File: src/rtl/rseq_pkg.sv
package rseq_pkg;

  // Position of the highest set bit; zero for an all-zero vector.
  function automatic int unsigned msb_pos(input logic [31:0] v);
    int unsigned r;
    r = 0;
    for (int i = 0; i < 32; i++) begin
      if (v[i]) r = i;
    end
    return r;
  endfunction

endpackage

File: src/rtl/rseq_holdoff.sv
module rseq_holdoff #(
  parameter int HOLD_CYC = 11_450_000
) (
  input  logic clk,
  input  logic rst_n,
  input  logic vin_good,
  output logic sup_ok
);
  localparam int CW = $clog2(HOLD_CYC + 1);

  logic [CW-1:0] cnt;

  always_ff @(posedge clk or negedge rst_n) begin
    if (!rst_n)                      cnt <= '0;
    else if (!vin_good)              cnt <= '0;
    else if (cnt != CW'(HOLD_CYC))   cnt <= cnt + 1'b1;
  end

  assign sup_ok = vin_good && (cnt == CW'(HOLD_CYC));
endmodule

File: src/rtl/rseq_chain.sv
module rseq_chain
  import rseq_pkg::*;
#(
  parameter int N_CORE = 3,
  localparam int IW = (N_CORE > 1) ? $clog2(N_CORE) : 1
) (
  input  logic              clk,
  input  logic              rst_n,
  input  logic              sup_ok,
  input  logic              faulted,
  input  logic [N_CORE-1:0] core_pg,
  input  logic              late_busy,
  output logic [N_CORE-1:0] core_en,
  output logic              late_ok,
  output logic              wait_vld,
  output logic [IW-1:0]     wait_idx
);
  logic [N_CORE:0] perm;
  logic [IW-1:0]   top;
  logic            lost;

  always_comb begin
    perm[0] = sup_ok & ~faulted;
    for (int i = 1; i <= N_CORE; i++)
      perm[i] = perm[i-1] & core_en[i-1] & core_pg[i-1];
  end

  assign top     = IW'(msb_pos(32'(core_en)));
  assign lost    = |(core_en & ~perm[N_CORE-1:0]);
  assign late_ok = perm[N_CORE];

  always_ff @(posedge clk or negedge rst_n) begin
    if (!rst_n)                       core_en <= '0;
    else if (late_busy && !late_ok)   core_en <= core_en;       // late group drops first
    else if (lost)                    core_en[top] <= 1'b0;     // one stage per clock, top down
    else                              core_en <= core_en | (perm[N_CORE-1:0] & ~core_en);
  end

  assign wait_vld = (|core_en) & core_en[top] & ~core_pg[top] & perm[top];
  assign wait_idx = top;
endmodule

File: src/rtl/rseq_late.sv
module rseq_late #(
  parameter int N_LATE = 6
) (
  input  logic              clk,
  input  logic              rst_n,
  input  logic              late_ok,
  input  logic [N_LATE-1:0] late_req,
  output logic [N_LATE-1:0] late_en
);
  always_ff @(posedge clk or negedge rst_n) begin
    if (!rst_n)        late_en <= '0;
    else if (!late_ok) late_en <= '0;
    else               late_en <= late_req;
  end
endmodule

File: src/rtl/rseq_pgwatch.sv
module rseq_pgwatch #(
  parameter int N_CORE = 3,
  parameter int PG_TMO = 500_000,
  localparam int IW = (N_CORE > 1) ? $clog2(N_CORE) : 1,
  localparam int FW = $clog2(N_CORE + 1)
) (
  input  logic          clk,
  input  logic          rst_n,
  input  logic          wait_vld,
  input  logic [IW-1:0] wait_idx,
  input  logic          fault_clr,
  output logic [FW-1:0] fault_code
);
  localparam int TW = $clog2(PG_TMO + 1);

  logic [TW-1:0] tmr;

  always_ff @(posedge clk or negedge rst_n) begin
    if (!rst_n) begin
      tmr        <= '0;
      fault_code <= '0;
    end else if (fault_code != '0) begin
      tmr <= '0;
      if (fault_clr) fault_code <= '0;
    end else if (wait_vld) begin
      if (tmr == TW'(PG_TMO - 1)) begin
        fault_code <= FW'(wait_idx) + 1'b1;
        tmr        <= '0;
      end else begin
        tmr <= tmr + 1'b1;
      end
    end else begin
      tmr <= '0;
    end
  end
endmodule

File: src/rtl/rail_seq.sv
module rail_seq #(
  parameter int N_CORE    = 3,
  parameter int N_LATE    = 6,
  parameter int HOLD_CYC  = 11_450_000,
  parameter int GRANT_CYC = 43_800_000,
  parameter int PG_TMO    = 500_000
) (
  input  logic                         clk,
  input  logic                         rst_n,
  input  logic                         vin_good,
  input  logic [N_CORE-1:0]            core_pg,
  input  logic [N_LATE-1:0]            late_req,
  input  logic                         fault_clr,
  output logic [N_CORE-1:0]            core_en,
  output logic [N_LATE-1:0]            late_en,
  output logic [$clog2(N_CORE+1)-1:0]  fault_code
);
  localparam int IW = (N_CORE > 1) ? $clog2(N_CORE) : 1;

  if (HOLD_CYC >= GRANT_CYC) begin : g_bad_hold
    $error("hold-off does not fit inside the upstream power grant window");
  end

  logic          sup_ok;
  logic          late_ok;
  logic          wait_vld;
  logic [IW-1:0] wait_idx;

  rseq_holdoff #(.HOLD_CYC(HOLD_CYC)) u_hold (
    .clk(clk), .rst_n(rst_n), .vin_good(vin_good), .sup_ok(sup_ok)
  );

  rseq_chain #(.N_CORE(N_CORE)) u_chain (
    .clk(clk), .rst_n(rst_n), .sup_ok(sup_ok), .faulted(|fault_code),
    .core_pg(core_pg), .late_busy(|late_en), .core_en(core_en),
    .late_ok(late_ok), .wait_vld(wait_vld), .wait_idx(wait_idx)
  );

  rseq_late #(.N_LATE(N_LATE)) u_late (
    .clk(clk), .rst_n(rst_n), .late_ok(late_ok), .late_req(late_req),
    .late_en(late_en)
  );

  rseq_pgwatch #(.N_CORE(N_CORE), .PG_TMO(PG_TMO)) u_watch (
    .clk(clk), .rst_n(rst_n), .wait_vld(wait_vld), .wait_idx(wait_idx),
    .fault_clr(fault_clr), .fault_code(fault_code)
  );
endmodule

File: config.mk
export PLATFORM = sky130hd
export DESIGN_NAME = rail_seq
export DESIGN_NICKNAME = d
export VERILOG_FILES = /design/src/rtl/rseq_pkg.sv /design/src/rtl/rseq_holdoff.sv /design/src/rtl/rseq_chain.sv /design/src/rtl/rseq_late.sv /design/src/rtl/rseq_pgwatch.sv /design/src/rtl/rail_seq.sv
export SDC_FILE = /design/constraint.sdc
export NUM_CORES = 1
export LEC_CHECK = 0
export CORE_MARGIN = 2
export CORE_UTILIZATION = 30
export CTS_CLUSTER_DIAMETER = 60
export CTS_CLUSTER_SIZE = 30
export DETAILED_ROUTE_END_ITERATION = 6
export GPL_TIMING_DRIVEN = 0
export PLACE_DENSITY = 0.46
export SETUP_SLACK_MARGIN = 0.15
export SYNTH_ARGS = -nofsm -noshare
export SYNTH_HDL_FRONTEND = slang
export SYNTH_HIERARCHICAL = 1
export SYNTH_SLANG_ARGS = --single-unit
File: constraint.sdc
create_clock -name clk -period 5.4 [get_ports clk]
set_clock_uncertainty 0.1 [all_clocks]
set_input_delay 1.08 -clock clk [delete_from_list [all_inputs] [get_ports clk]]
set_output_delay 1.08 -clock clk [all_outputs]
set_load 0.03 [all_outputs]
==> results of run 1 <==
[worst max-delay path, stage by stage]
cell and delay, ns:
clkdlybuf4s50_1 0.57, inv_1 0.12, nor3_1 0.30, and2b_1 0.19, o2111a_1 0.20, nand3_1 0.10, or4_4 0.56, o22ai_2 0.12
[metal layers]
layer | vias up | wire (um) | GRT usage, % | part of all wire, %
li1 | 1097 | - | - | -
met1 | 1047 | 3120 | 18.0 | 52
met2 | 29 | 2710 | 20.3 | 45
met3 | 4 | 150 | 2.76 | 2.5
met4 | 0 | 55 | 3.74 | 0.91
met5 | - | 0 | 0 | 0
[worst max-delay path by stage]
stage / cells past startpoint / from / endpoint
6_report: 8 / vin_good / u_watch/fault_code[0]
5_1_grt: 8 / vin_good / u_watch/fault_code[0]
4_1_cts: 8 / vin_good / u_watch/fault_code[0]
3_5_place_dp: 8 / vin_good / u_watch/fault_code[0]
3_3_place_gp: 1 / rst_n / u_watch/tmr[7]
2_1_floorplan: 7 / vin_good / u_watch/fault_code[0]
[placed cells by master (no fill, tap or decap), types with 3 or more instances in the layout]
| cell type | count |
|---|---|
| xor2_1 | 11 |
| o21ai_0 | 11 |
| nand2_1 | 18 |
| nor3_1 | 7 |
| nor4_1 | 4 |
| o31ai_1 | 6 |
| inv_1 | 12 |
| nand3_1 | 17 |
| nor2_1 | 27 |
| clkbuf_8 | 6 |
| and2_1 | 6 |
| or3_1 | 8 |
| nand4_1 | 8 |
| clkdlybuf4s50_1 | 22 |
| a21oi_1 | 17 |
| xnor2_1 | 12 |
| ha_1 | 3 |
| buf_6 | 4 |
| and3_1 | 4 |
| dfrtp_1 | 54 |
| nand2b_1 | 4 |
| or4_1 | 11 |
[flip-flops by register name, summed over array words and instances, names as in the netlist]
register,cells
u_chain/core_en,3
u_watch/fault_code,2
u_watch/tmr,19
u_hold/cnt,24
u_late/late_en,6
[layout make-up]
cell class                 instances  share of cell area (%)
tap                              129                    4.80
inverter                          12                    1.34
sequential                        54                    40.2
clock inverter                     2                   0.372
clock buffer                       6                    2.46
buffer                             8                    1.94
timing repair buffer              24                    7.30
multi-input combinational        214                    41.6
[power by group through the flow]
stage	sequential (W)	clock, W	combinational, W
floorplan	0.000416	0	0.00000773
global route	0.000409	0.000273	0.0000333
global placement	0.000417	0	0.0000284
CTS	0.000409	0.000256	0.0000302
detailed placement	0.000417	0	0.0000303
finish	0.000409	0.000243	0.0000290
[cell families (layout without fill, tap and decap cells)]
| logic type | count (synthesis) | in the layout | share of synthesized area (%) |
|---|---|---|---|
| AND/OR/NAND/NOR | 141 | 141 | 29.5 |
| flip-flops | 54 | 54 | 47.3 |
| AO/OA/AOI/OAI | 45 | 45 | 10.3 |
| XOR/XNOR | 23 | 23 | 7.05 |
| buffers and inverters | 20 | 52 | 3.85 |
| adder cells (fa/ha/maj) | 3 | 3 | 1.31 |
| multiplexers | 2 | 2 | 0.700 |
[per-stage QoR]
| step | area [um^2] | hold WS [ns] |
|---|---|---|
| finish | 3360 | 0.393 |
| global route | 3360 | 0.432 |
| CTS | 3360 | 0.396 |
| detailed placement | 3270 | 0.381 |
| global placement | 3250 | 0.378 |
| floorplan | 2860 | 0.349 |
==> results.json, run 1 <==
{
  "ant_nets": 0,
  "ctsResizeCount": 0,
  "synth_area_leaders": "dfrtp_1 (47%), xnor2_1 (3.7%), nor2_1 (3.5%)",
  "synth_ff_type": "dfrtp_1",
  "vias": 2177,
  "grtUsageTotal_pct": 12.9,
  "ios": 24,
  "clockRootBuffer": "clkbuf_8",
  "netlist_top_cells_count": "dfrtp_1 (54), nor2_1 (27), nand2_1 (18)",
  "internal-power_w": 0.000522,
  "synth_nets": 304,
  "yosys.area.top_type": "dfrtp_1",
  "wire_per_inst_um": 13.4,
  "dpl_worst_slack_ns": 1.93,
  "grt_max_degree": 30,
  "critPathArrivalTime_ns": 3.24,
  "min_from": "u_watch/tmr[0]",
  "synth_edf_count": 0,
  "vias_per_cell": 4.85,
  "finalPower_w": 0.000680,
  "core_um2": 9240,
  "cts_tree": "built",
  "utilization_pct": 36.4,
  "grt_pass1_vias": 2239,
  "hold_end": "u_watch/tmr[0]",
  "finalCritPeriodShare_pct": 57.4,
  "rr_worst_depth": 8,
  "yosysTopAreaCellShare_pct": 47.3,
  "rrSetupSlack_ns": 2.54,
  "setup_viol": 0,
  "antenna_found_initial": 0,
  "clockBufferDepth": 2,
  "combPwrFrac_pct": 4.3,
  "syn2layout_area_growth_pct": 17.5,
  "slew_headroom_pct": 49.6,
  "r2r_end": "u_watch/fault_code[0]",
  "switching_share_pct": 23.3,
  "fillers": 978,
  "cts_buffers": 5,
  "grt_setup_unrepaired": "no",
  "tightest_slew_ns": 0.750,
  "drc": 0,
  "die_w_um": 102,
  "async_flop_share_pct": 100,
  "drv_cap": 0,
  "critPathLaunchType": "input port",
  "leakage_nw": 1.31,
  "synth.most_common_cell": "dfrtp_1",
  "power_frac_seq_pct": 60.1,
  "yosysUniqueCellTypes": 50,
  "drive_gt1_share_pct": 10.9,
  "num_rows": 35,
  "cts_hold_buf": 0,
  "place_congestion": 0.731,
  "hpwl_um": 4270,
  "drtPass1Iterations": 4,
  "crit_path_end_kind": "register",
  "htree_levels": 2,
  "power.density_nw_per_um2": 202,
  "syn_area_um2": 2860,
  "ys_seq_area_share_pct": 47.3,
  "portBuffers": 23,
  "holdPathStages": 1,
  "r2r-start": "u_hold/cnt[3]",
  "instances_no_fill": 449,
  "min_path_type": "register to register",
  "path_clk_slew_ns": 0.10,
  "die_h_um": 102,
  "tns_ns": 0,
  "drtIter0Drc": 119,
  "status": "completed",
  "worst_slack_ns": 2.30,
  "crit_type": "input port to register",
  "hold_viol": 0,
  "netlist_instances": 288,
  "grt_overflow": 0,
  "fmax_ghz": 0.323,
  "syn_avg_cell_area_um2": 9.93,
  "crit_required_ns": 5.54,
  "grt_first_pass_wirelength_um": 10700,
  "peakVddDrop_v": 0.000115,
  "wirelength_um": 6030,
  "clkPwrFrac_pct": 35.7,
  "switchingPower_w": 0.000158,
  "worstSkewPairLatency_ns": 0.31,
  "die_area_um2": 10300,
  "cts_sinks": 54,
  "antenna_cells": 0,
  "fin_crit_ns": 3.10,
  "seqCellArea_um2": 1350,
  "synth_seq_cells": 54,
  "final_nets": 335,
  "crit_fanout": 6,
  "dp_cells": 441,
  "start_util_pct": 30.9,
  "ys.warnings.count": 6,
  "cts_setup_buffers": 0,
  "maxSlewViolCount": 0,
  "multi_input_area_um2": 1400
}
(Power assumes the default switching activity.)
==> run 2, diff against run 1 <==
==> constraint.sdc (replaced) <==
create_clock -name clk -period 3.05 [get_ports clk]
set_clock_uncertainty 0.1 [all_clocks]
set_input_delay 0.61 -clock clk [delete_from_list [all_inputs] [get_ports clk]]
set_output_delay 0.61 -clock clk [all_outputs]
set_load 0.03 [all_outputs]
==> run 2 against run 1 <==
Count of clock-buffer cells in the layout is the same; global-route usage barely moved; non-clock buffer count is 4 higher; core utilization up 0.64 points; via count is 1.0% higher; total power increased by 77%; highest routed layer unchanged.
==> results.json, run 2 (synthesis results as in run 1) <==
{
  "status": "completed",
  "wirelength_um": 6060,
  "finalCritPeriodShare_pct": 89.4,
  "grtUsageTotal_pct": 13.0,
  "syn2layout_area_growth_pct": 19.6,
  "ios": 24,
  "start_util_pct": 30.9,
  "vias": 2199,
  "grt_pass1_vias": 2242,
  "leakage_nw": 1.34,
  "drtIter0Drc": 113,
  "top_register": "u_hold/cnt",
  "cts_tree": "built",
  "clockRootBuffer": "clkbuf_8",
  "fillers": 974,
  "drive_gt1_share_pct": 13.6,
  "r2r_end": "u_watch/fault_code[0]",
  "clkPwrFrac_pct": 35.7,
  "final_common_cell": "dfrtp_1",
  "rrSetupSlack_ns": 0.32,
  "peakVddDrop_v": 0.000203,
  "die_w_um": 102,
  "place_congestion": 0.731,
  "drtPass1Iterations": 4,
  "crit_fanout": 4,
  "power.density_nw_per_um2": 353,
  "die_h_um": 102,
  "drc": 0,
  "num_rows": 35,
  "finalPower_w": 0.00121,
  "critPathLaunchType": "register",
  "seqCellArea_um2": 1350,
  "maxSlewViolCount": 0,
  "cts_sinks": 54,
  "critPathArrivalTime_ns": 2.86,
  "clockBufferDepth": 2,
  "grt_overflow": 0,
  "multi_input_area_um2": 1430,
  "largest_reg_flops": 24,
  "fmax_ghz": 0.367,
  "grt_max_degree": 30,
  "ant_nets": 0,
  "tightest_slew_ns": 0.751,
  "core_um2": 9240,
  "final_cell_mix": "dfrtp_1 (53), nor2_1 (27), clkdlybuf4s50_1 (22)",
  "drv_cap": 0,
  "crit_type": "register to register",
  "grt_first_pass_wirelength_um": 10700,
  "die_area_um2": 10300,
  "antenna_cells": 0,
  "vias_per_cell": 4.85,
  "worstSkewPairLatency_ns": 0.31,
  "hpwl_um": 4270,
  "grt_setup_unrepaired": "no",
  "path_clk_slew_ns": 0.10,
  "min_path_type": "input port to asynchronous set/reset pin",
  "rr_worst_depth": 8,
  "htree_levels": 2,
  "top_regs": "u_hold/cnt x24, u_watch/tmr x19, u_late/late_en x6",
  "cts_buffers": 5,
  "switching_share_pct": 23.4,
  "crit_required_ns": 3.19,
  "tns_ns": 0,
  "fin_crit_ns": 2.73,
  "hold_viol": 0,
  "final_nets": 339,
  "internal-power_w": 0.000924,
  "slew_headroom_pct": 49.4,
  "switchingPower_w": 0.000283,
  "power_frac_seq_pct": 60.0,
  "crit_path_end_kind": "register",
  "portBuffers": 23,
  "wire_per_inst_um": 13.4,
  "antenna_found_initial": 0,
  "setup_viol": 0,
  "combPwrFrac_pct": 4.4,
  "r2r-start": "u_hold/cnt[11]"
}
-- run 2: worst max-delay path: stages (launching register included) --
cell and delay (ns):
dfrtp_1 0.41, or2_0 0.25, or4_4 0.54, nor3_4 0.21, and2b_1 0.17, o2111a_1 0.19
nand3_1 0.10, or4_4 0.56, o22ai_2 0.12
-- run 2: worst max path at each step --
stage,endpoint,startpoint
after floorplan,u_watch/fault_code[0],u_hold/cnt[3]
after global placement,u_watch/tmr[7],rst_n
after detailed placement,u_watch/fault_code[0],vin_good
after CTS,u_watch/fault_code[0],u_hold/cnt[3]
after global routing,u_watch/fault_code[0],u_hold/cnt[11]
final,u_watch/fault_code[0],u_hold/cnt[11]
-- run 2: power by group through the flow --
stage | Sequential [W] | Clock (W) | Combinational, W
2_1_floorplan | 0.000736 | 0 | 0.0000137
3_3_place_gp | 0.000738 | 0 | 0.0000502
3_5_place_dp | 0.000738 | 0 | 0.0000536
4_1_cts | 0.000724 | 0.000454 | 0.0000535
5_1_grt | 0.000725 | 0.000483 | 0.0000599
6_report | 0.000724 | 0.000430 | 0.0000526
-- run 2: what timing repair did --
action	in CTS	in global routing
hold buffers	0	0
pin swaps	0	1
endpoints found under the setup margin	1	18
buffers inserted	0	4
resized for setup	1	5
hold endpoints to repair	0	0
-- run 2: cell type report --
cell class	count	share of cell area (%)
well taps	129	4.72
multi-input cells	214	41.7
inverters	12	1.32
plain buffers	8	1.90
clock buffers	6	2.41
repair buffers	28	8.05
clock inverters	2	0.366
flip-flops and latches	54	39.6
-- run 2: metal layers --
metal,routed length [um],track usage [%]
met1,3140,18.1
met2,2710,20.3
met3,157,2.76
met4,61,3.74
met5,0,0
-- run 2: per-stage QoR --
step | cells | utilization (%) | setup slack, ns | area (um^2) | hold slack [ns]
2_1_floorplan | 288 | - | 0.515 | 2860 | 0.214
3_3_place_gp | 440 | 35.2 | -0.558 | 3250 | 0.378
3_5_place_dp | 441 | 35.3 | 0.0503 | 3270 | 0.381
4_1_cts | 449 | 36.4 | 0.153 | 3370 | 0.223
5_1_grt | 453 | 37.0 | 0.152 | 3420 | 0.235
6_report | 453 | 37.0 | 0.324 | 3420 | 0.203
==> run 3, diff against run 2 <==
--- a/config.mk
+++ b/config.mk
@@ -6,12 +6,12 @@
 export NUM_CORES = 1
 export LEC_CHECK = 0
 export CORE_MARGIN = 2
-export CORE_UTILIZATION = 30
+export CORE_UTILIZATION = 55
 export CTS_CLUSTER_DIAMETER = 60
 export CTS_CLUSTER_SIZE = 30
 export DETAILED_ROUTE_END_ITERATION = 6
 export GPL_TIMING_DRIVEN = 0
-export PLACE_DENSITY = 0.46
+export PLACE_DENSITY = 0.75
 export SETUP_SLACK_MARGIN = 0.15
 export SYNTH_ARGS = -nofsm -noshare
 export SYNTH_HDL_FRONTEND = slang
==> run 3 against run 2 <==
Count of clock-buffer cells in the layout is the same; worst setup slack improved by 0.025 ns; total power shrank 1.0%; die area down 44%; sequential share of layout area is 1.3 points higher; flip-flop and latch count is the same; critical endpoint unchanged; worst hold slack got worse by 0.027 ns; clock power shrank 2%.
==> results.json, run 3 (synthesis results as in run 1) <==
{
  "rrSetupSlack_ns": 0.35,
  "syn2layout_area_growth_pct": 15.7,
  "peakVddDrop_v": 0.000207,
  "top_register": "u_hold/cnt",
  "ios": 24,
  "cts_buffers": 5,
  "crit_type": "register to register",
  "ant_nets": 0,
  "cp_common_cell": "or4_4",
  "antenna_cells": 0,
  "wire_per_inst_um": 14.5,
  "finalCritPeriodShare_pct": 88.5,
  "drv_cap": 0,
  "drtPass1Iterations": 4,
  "portBuffers": 23,
  "critPathBufInv": 0,
  "status": "completed",
  "antenna_found_initial": 0,
  "crit_fanout": 5,
  "cts_sinks": 54,
  "grtUsageTotal_pct": 21.0,
  "power.density_nw_per_um2": 361,
  "utilization_pct": 65.2,
  "grt_pass1_vias": 2156,
  "min_path_type": "input port to asynchronous set/reset pin",
  "r2r_end": "u_watch/fault_code[0]",
  "setup_viol": 0,
  "worstSkewPairLatency_ns": 0.31,
  "final_cell_mix": "dfrtp_1 (54), nor2_1 (27), clkdlybuf4s50_1 (22)",
  "final_nets": 335,
  "hold_slack_ns": 0.176,
  "dp_cells": 382,
  "clockRootBuffer": "clkbuf_8",
  "critPathArrivalTime_ns": 2.84,
  "vias_per_cell": 5.71,
  "r2r-start": "u_hold/cnt[3]",
  "core_um2": 5070,
  "die_w_um": 76.1,
  "drive_gt1_share_pct": 12.2,
  "place_congestion": 0.851,
  "largest_reg_flops": 24,
  "cts_tree": "built",
  "drtIter0Drc": 134,
  "grt_first_pass_wirelength_um": 10000,
  "path_clk_slew_ns": 0.10,
  "crit_path_end_kind": "register",
  "critPathLaunchType": "register",
  "fin_crit_ns": 2.70,
  "fmax_ghz": 0.370,
  "final_common_cell": "dfrtp_1",
  "drc": 0,
  "wirelength_um": 5670,
  "clockBufferDepth": 2,
  "slew_headroom_pct": 55.7,
  "crit_slowest_cell": "or4_4",
  "crit_path_max_incr_delay_ns": 0.56,
  "die_area_um2": 5790,
  "path_cells": "or2_0, or4_4, nor3_2, and2b_1, o2111a_1, nand3_1, or4_4, o22ai_2",
  "hold_viol": 0,
  "grt_max_degree": 33,
  "die_h_um": 76.1,
  "finalPower_w": 0.00119,
  "instances_no_fill": 390,
  "start_util_pct": 56.3,
  "hpwl_um": 4010,
  "cts_hold_buf": 0,
  "htree_levels": 2,
  "vias": 2227,
  "grt_overflow": 0,
  "top_regs": "u_hold/cnt x24, u_watch/tmr x19, u_late/late_en x6",
  "maxSlewViolCount": 0,
  "crit_required_ns": 3.19,
  "num_rows": 26,
  "rr_worst_depth": 8,
  "crit_family": "simple AND/OR/NAND/NOR gates",
  "leakage_nw": 1.32,
  "grt_setup_unrepaired": "no",
  "tightest_slew_ns": 0.658
}
[run 3: cell count changes in the layout (fill, tap and decap cells not counted)]
cell / before / now
buf_4: 5 / 1
dfrtp_2: 1 / 0
nor3_4: 1 / 0
nor3_2: 0 / 1
dfrtp_1: 53 / 54
[run 3: report_power, final]
part / total (W) / internal (W) / switching (W)
registers: 0.000723 / 0.000718 / 0.00000482
clock network: 0.000420 / 0.000183 / 0.000237
logic: 0.0000509 / 0.0000221 / 0.0000288
[run 3: timing repair]
item,4_1_cts,5_1_grt
endpoints found under the setup margin,0,9
setup buffers,0,0
resized for setup,0,4
[run 3: worst max-delay path by stage]
stage,startpoint,cells past startpoint,slack [ns],end
5_1_grt,u_hold/cnt[0],10,0.17,u_watch/fault_code[0]
4_1_cts,u_hold/cnt[3],8,0.22,u_watch/fault_code[0]
3_5_place_dp,vin_good,8,0.10,u_watch/fault_code[0]
6_report,u_hold/cnt[3],8,0.35,u_watch/fault_code[0]
3_3_place_gp,rst_n,1,-0.37,u_hold/cnt[7]
2_1_floorplan,u_hold/cnt[3],8,0.51,u_watch/fault_code[0]
[run 3: worst reg2reg max path, delay by kind of cell (launching register included)]
kind,cells,cell delay (ns)
and+or+nand+nor,6,1.76
DFF,1,0.44
AOI/OAI and AO/OA,2,0.33
[run 3: layout make-up]
class | count | area [um^2]
Sequential cell | 54 | 1350
Clock buffer | 6 | 82.6
Tap cell | 70 | 87.6
Multi-Input combinational cell | 214 | 1420
Timing Repair Buffer | 24 | 245
Clock inverter | 2 | 12.5
Buffer | 8 | 65.1
Inverter | 12 | 45.0
Fill cell | 427 | 1770
[run 3: per-stage QoR]
stage / instance area, um^2 / setup WS [ns] / setup TNS, ns
after global placement: 3180 / -0.371 / -19.89
after global routing: 3310 / 0.167 / 0
final: 3310 / 0.350 / 0
after detailed placement: 3190 / 0.102 / 0
after CTS: 3290 / 0.222 / 0
after floorplan: 2860 / 0.515 / 0
[run 3: per-layer routing]
metal | routed length (um) | global-route usage (%)
met3 | 228 | 4.86
met5 | 0 | 0
met2 | 2740 | 34.1
met4 | 59 | 6.36
met1 | 2640 | 28.3
